$ cat src/rtl/segrow_pkg.sv
package segrow_pkg;

  localparam int BCD_W = 4;
  localparam int SEG_W = 7;

  typedef enum logic {
    CHAIN_FROM_MSD = 1'b0,
    CHAIN_FROM_LSD = 1'b1
  } chain_dir_e;

  // Active-high glyph, bit0 = a ... bit6 = g
  function automatic logic [SEG_W-1:0] glyph_on(input logic [BCD_W-1:0] code);
    logic [SEG_W-1:0] g;
    case (code)
      4'd0:    g = 7'h3F;
      4'd1:    g = 7'h06;
      4'd2:    g = 7'h5B;
      4'd3:    g = 7'h4F;
      4'd4:    g = 7'h66;
      4'd5:    g = 7'h6D;
      4'd6:    g = 7'h7D;
      4'd7:    g = 7'h07;
      4'd8:    g = 7'h7F;
      4'd9:    g = 7'h6F;
      default: g = 7'h40;  // dash for non-decimal codes
    endcase
    return g;
  endfunction

endpackage

$ cat src/rtl/segdigit_cell.sv
module segdigit_cell
  import segrow_pkg::*;
(
  input  logic [BCD_W-1:0] bcd,
  input  logic             lamp_test_n,
  input  logic             rbi_n,
  input  logic             bi_n,
  output logic [SEG_W-1:0] seg_n,
  output logic             node_n
);

  logic is_zero;
  logic rbo_n;

  assign is_zero = (bcd == '0);
  // Ripple output pulls low only for a suppressed zero outside lamp test
  assign rbo_n   = ~(is_zero & ~rbi_n & lamp_test_n);
  // Wired-AND of the external blank and the ripple output
  assign node_n  = bi_n & rbo_n;

  always_comb begin
    if (!node_n)           seg_n = '1;
    else if (!lamp_test_n) seg_n = '0;
    else                   seg_n = ~glyph_on(bcd);
  end

endmodule

$ cat src/rtl/segrow_chain.sv
module segrow_chain
  import segrow_pkg::*;
#(
  parameter int         NUM_DIGITS = 4,
  parameter chain_dir_e DIR        = CHAIN_FROM_MSD,
  localparam int        DW         = NUM_DIGITS * BCD_W,
  localparam int        SW         = NUM_DIGITS * SEG_W
) (
  input  logic [DW-1:0] digits,
  input  logic          lamp_test_n,
  input  logic          blank_n,
  input  logic          head_rbi_n,
  output logic [SW-1:0] seg_n,
  output logic          tail_n
);

  logic [NUM_DIGITS-1:0] node_n;
  logic [NUM_DIGITS-1:0] rbi_n;

  for (genvar i = 0; i < NUM_DIGITS; i++) begin : g_cell
    if (DIR == CHAIN_FROM_MSD) begin : g_down
      if (i == NUM_DIGITS - 1) begin : g_head
        assign rbi_n[i] = head_rbi_n;
      end else begin : g_link
        assign rbi_n[i] = node_n[i+1];
      end
    end else begin : g_up
      if (i == 0) begin : g_head
        assign rbi_n[i] = head_rbi_n;
      end else begin : g_link
        assign rbi_n[i] = node_n[i-1];
      end
    end

    segdigit_cell u_cell (
      .bcd         (digits[i*BCD_W +: BCD_W]),
      .lamp_test_n (lamp_test_n),
      .rbi_n       (rbi_n[i]),
      .bi_n        (blank_n),
      .seg_n       (seg_n[i*SEG_W +: SEG_W]),
      .node_n      (node_n[i])
    );
  end

  if (DIR == CHAIN_FROM_MSD) begin : g_tail_lsd
    assign tail_n = node_n[0];
  end else begin : g_tail_msd
    assign tail_n = node_n[NUM_DIGITS-1];
  end

endmodule

$ cat src/rtl/segrow_decoder.sv
module segrow_decoder
  import segrow_pkg::*;
#(
  parameter int  NUM_DIGITS = 4,
  localparam int DW         = NUM_DIGITS * BCD_W,
  localparam int SW         = NUM_DIGITS * SEG_W
) (
  input  logic          clk,
  input  logic          rst,
  input  logic [DW-1:0] digit_i,
  input  logic          lamp_test_n,
  input  logic          blank_n,
  input  logic          head_rbi_n,
  input  logic          trail_mode,
  output logic [SW-1:0] seg_n_o,
  output logic          ripple_out_n
);

  logic [SW-1:0] seg_lead, seg_trail, seg_sel;
  logic          tail_lead, tail_trail, tail_sel;

  segrow_chain #(.NUM_DIGITS(NUM_DIGITS), .DIR(CHAIN_FROM_MSD)) u_lead (
    .digits      (digit_i),
    .lamp_test_n (lamp_test_n),
    .blank_n     (blank_n),
    .head_rbi_n  (head_rbi_n),
    .seg_n       (seg_lead),
    .tail_n      (tail_lead)
  );

  segrow_chain #(.NUM_DIGITS(NUM_DIGITS), .DIR(CHAIN_FROM_LSD)) u_trail (
    .digits      (digit_i),
    .lamp_test_n (lamp_test_n),
    .blank_n     (blank_n),
    .head_rbi_n  (head_rbi_n),
    .seg_n       (seg_trail),
    .tail_n      (tail_trail)
  );

  assign seg_sel  = trail_mode ? seg_trail  : seg_lead;
  assign tail_sel = trail_mode ? tail_trail : tail_lead;

  always_ff @(posedge clk) begin
    if (rst) begin
      seg_n_o      <= '1;
      ripple_out_n <= 1'b1;
    end else begin
      seg_n_o      <= seg_sel;
      ripple_out_n <= tail_sel;
    end
  end

endmodule

$ cat config.mk
export PLATFORM = sky130hd
export DESIGN_NAME = segrow_decoder
export DESIGN_NICKNAME = d
export VERILOG_FILES = /design/src/rtl/segrow_pkg.sv /design/src/rtl/segdigit_cell.sv /design/src/rtl/segrow_chain.sv /design/src/rtl/segrow_decoder.sv
export SDC_FILE = /design/constraint.sdc
export NUM_CORES = 1
export LEC_CHECK = 0
export BUFFER_PORTS_ARGS = -buffer_cell sky130_fd_sc_hd__buf_4
export CAP_MARGIN = 20
export CORE_MARGIN = 2
export CORE_UTILIZATION = 30
export DETAILED_ROUTE_END_ITERATION = 16
export SETUP_SLACK_MARGIN = 0.1
export SYNTH_ARGS = -nofsm -noshare
export SYNTH_HDL_FRONTEND = slang
export SYNTH_SLANG_ARGS = --single-unit
$ cat constraint.sdc
create_clock -name clk -period 1.2 [get_ports clk]
set_input_delay 0.12 -clock clk [delete_from_list [all_inputs] [get_ports clk]]
set_output_delay 0.12 -clock clk [all_outputs]
set_load 0.03 [all_outputs]
==> impl_results.md <==
* Status: finished, final reports clean
* GR Util All Layers at 12.6%
* Root Buffer: clkbuf_8
* Drt drc at 0
* Relative slew slack at 78.3%
* Setup ws final at 0.124 ns
* Seq/Total Area, Yosys at 35.6%
* Tightest Hold Check Type: input pin to flip-flop
* Hpwl dp at 2.93 mm
* Drt pass-1 iters at 4
* Top-area cell type share of the netlist area at 35.6%
* N_diodes at 0
* CTS max path bufs at 2
* Tcrit/Tclk final at 89.7%
* Detailed Route Iter0 Violations at 54
* Via density at 4.45
* RSZ-0062 raised after global routing: yes
* CP endpoint kind: flip-flop
* Number of synthesized flops with an enable pin at 0
* Min-Delay Startpoint: rst
* Top cells by area, synth: dfxtp_1 36%, ha_1 15%, o21ai_0 7.4%
* Layout cells sized above 1 at 41.2%
* Synthesized area per cell at 8.33 µm²
* CP max stage cell: a31o_4
* CP cell instances: buf_6 -> inv_4 -> ha_4 -> nor4b_4 -> nand4_1 -> a31o_4 -> o21ai_1
* Max VDD drop at 444 µV
* Initial Util at 31.6%
* Most frequent cells after synthesis: 29 x dfxtp_1, 24 x o21ai_0, 20 x ha_1, 19 x inv_1, 18 x nand2_1
* Row count at 26
* Fraction of registers with async set/reset at 0%
* Crit-path max cell delay at 0.32 ns
* Power density over cell area at 1010 mW/mm²
* Worst hold slack at 0.0467 ns
* Total power at 2470 µW
* Largest net degree at the start of global routing at 15
* TritonCTS clock tree: done
* Yosys top cell by area: dfxtp_1
* # IOs at 51
* Worst EP required at 1.40 ns
* Setup-failing EPs final at 0
* Die X at 77.8 µm
* Register bit total from synthesis at 29
* Antenna violations before repair at 0
* Total CTS buffers at 5
* Achievable Freq at 929 MHz
* Worst slack at placement at -0.182 ns
* Final ANT Viol Nets at 0
* Die ar. at 0.00605 mm²
* # clock sinks at 29
* Post-Layout Cell Count at 342
* Final hold vios at 0
* Vias in the first global route at 1404
* # port buffers at 50
* H-tree Lvls at 2
* Total wire length at 3.68 mm
* WL/cell at 10.8 µm
* Pleak at 0.00111 µW
* Hold Path End: ripple_out_n$_SDFF_PP1_
* Startpoint types: input pin
* Total core area at 0.00517 mm²
* Gr ovfl total at 0
* Minimum clock period at 1.08 ns
* Via count at 1523
* Hold path cells at 2
* Slew Limit Fails at 0
* Crit-path max FO at 7
* Clk slew on worst S/H paths at 0.06 ns
* Maximum Capacitance Violations at 0
* Yosys warning count at 0
* First-pass GRT wire length at 6.11 mm
* RD Place Congestion at 0.785
* Most frequent cell after synthesis: dfxtp_1
* Placed Cells at 333
* Util after Layout at 47.5%
* Layout Area Growth over Synthesis at 50.6%
* Cells after Synth at 196
* Synthesized area at 0.00163 mm²
* Crit Path Category: input pin to flip-flop
* Synth Flop Type: dfxtp_1
* Distinct cell type count after synthesis at 32
* CP arrival at 1.28 ns
* Worst Tran Pin Value at 0.324 ns
* Nets@finish at 314
* Syn nets at 238
* Die height at 77.8 µm
-- placed cells by master (no fill, tap or decap), types with 2 or more instances in the layout --
master    synthesis  layout
buf_4             0      77
dfxtp_1          29      29
o21ai_0          24      19
nand2_1          18      18
nand3_1          17      17
ha_1             20      16
inv_1            19      12
a21oi_1          12      12
nor2_1            8       8
nor2b_1           7       7
nand2b_1          7       7
clkbuf_8          0       6
inv_2             0       5
o21ai_2           0       4
a21o_1            3       3
ha_4              0       3
inv_4             0       2
nor4b_4           1       2
and4bb_2          2       2
a21bo_2           2       2
nand3b_1          2       2
o22ai_1           2       2
buf_6             1       2
-- what timing repair did --
action                     in CTS  in global routing
setup endpoints to repair       0                 17
gates resized for setup         0                 15
buffers inserted                0                  2
hold buffers                    0                  0
-- worst max-delay path, delay by kind of cell --
| kind | cells | cell delay (ns) |
|---|---|---|
| AOI/OAI and AO/OA | 2 | 0.40 |
| adders and majority gates | 1 | 0.13 |
| buffers and inverters | 2 | 0.15 |
| and+or+nand+nor | 2 | 0.48 |
-- where the power goes --
part | total [µW] | internal, µW | switching, µW
Combinational | 659 | 297 | 362
Sequential | 1040 | 1020 | 17.2
Clock | 771 | 453 | 318
-- routing by layer --
layer / track usage (%) / share of wire, %
met1: 15.5 / 47
met2: 21.3 / 48
met3: 2.67 / 3.8
met4: 4.82 / 1.1
met5: 0 / 0
-- area by class of cell --
| cell class | instances | area, µm² |
|---|---|---|
| inverter | 19 | 76.3 |
| fill | 524 | 2710 |
| timing repair buffer | 79 | 601 |
| sequential | 29 | 581 |
| multi-input combinational | 138 | 1030 |
| tap | 70 | 87.6 |
| clock buffer | 7 | 86.3 |
-- through the flow --
step	instance area, µm²	TNS [ns]
2_1_floorplan	1690	0
3_3_place_gp	2300	-2.67
3_5_place_dp	2300	-3.39
4_1_cts	2390	0
5_1_grt	2460	0
6_report	2460	0
-- registers in the layout (all words and copies together), names as in the netlist --
signal / count
ripple_out_n: 1
seg_n_o: 28
-- cells by family after synthesis --
group / Yosys count / share of synthesized area, %
simple gates: 66 / 22.6
compound gates: 52 / 19.1
buf+inv: 29 / 7.43
flops: 29 / 35.6
fa+ha+maj: 20 / 15.3
-- worst max-delay path by stage --
| stage | startpoint | to | slack (ns) |
|---|---|---|---|
| after floorplan | digit_i[14] | seg_n_o[6]$_SDFF_PP1_ | 0.09 |
| after global placement | digit_i[13] | seg_n_o[3]$_SDFF_PP1_ | -0.15 |
| after detailed placement | digit_i[13] | seg_n_o[3]$_SDFF_PP1_ | -0.18 |
| after CTS | digit_i[13] | seg_n_o[3]$_SDFF_PP1_ | 0.10 |
| after global routing | digit_i[12] | seg_n_o[6]$_SDFF_PP1_ | 0.07 |
| final | digit_i[12] | seg_n_o[0]$_SDFF_PP1_ | 0.12 |
No activity file was read; power rests on OpenSTA's default activity.
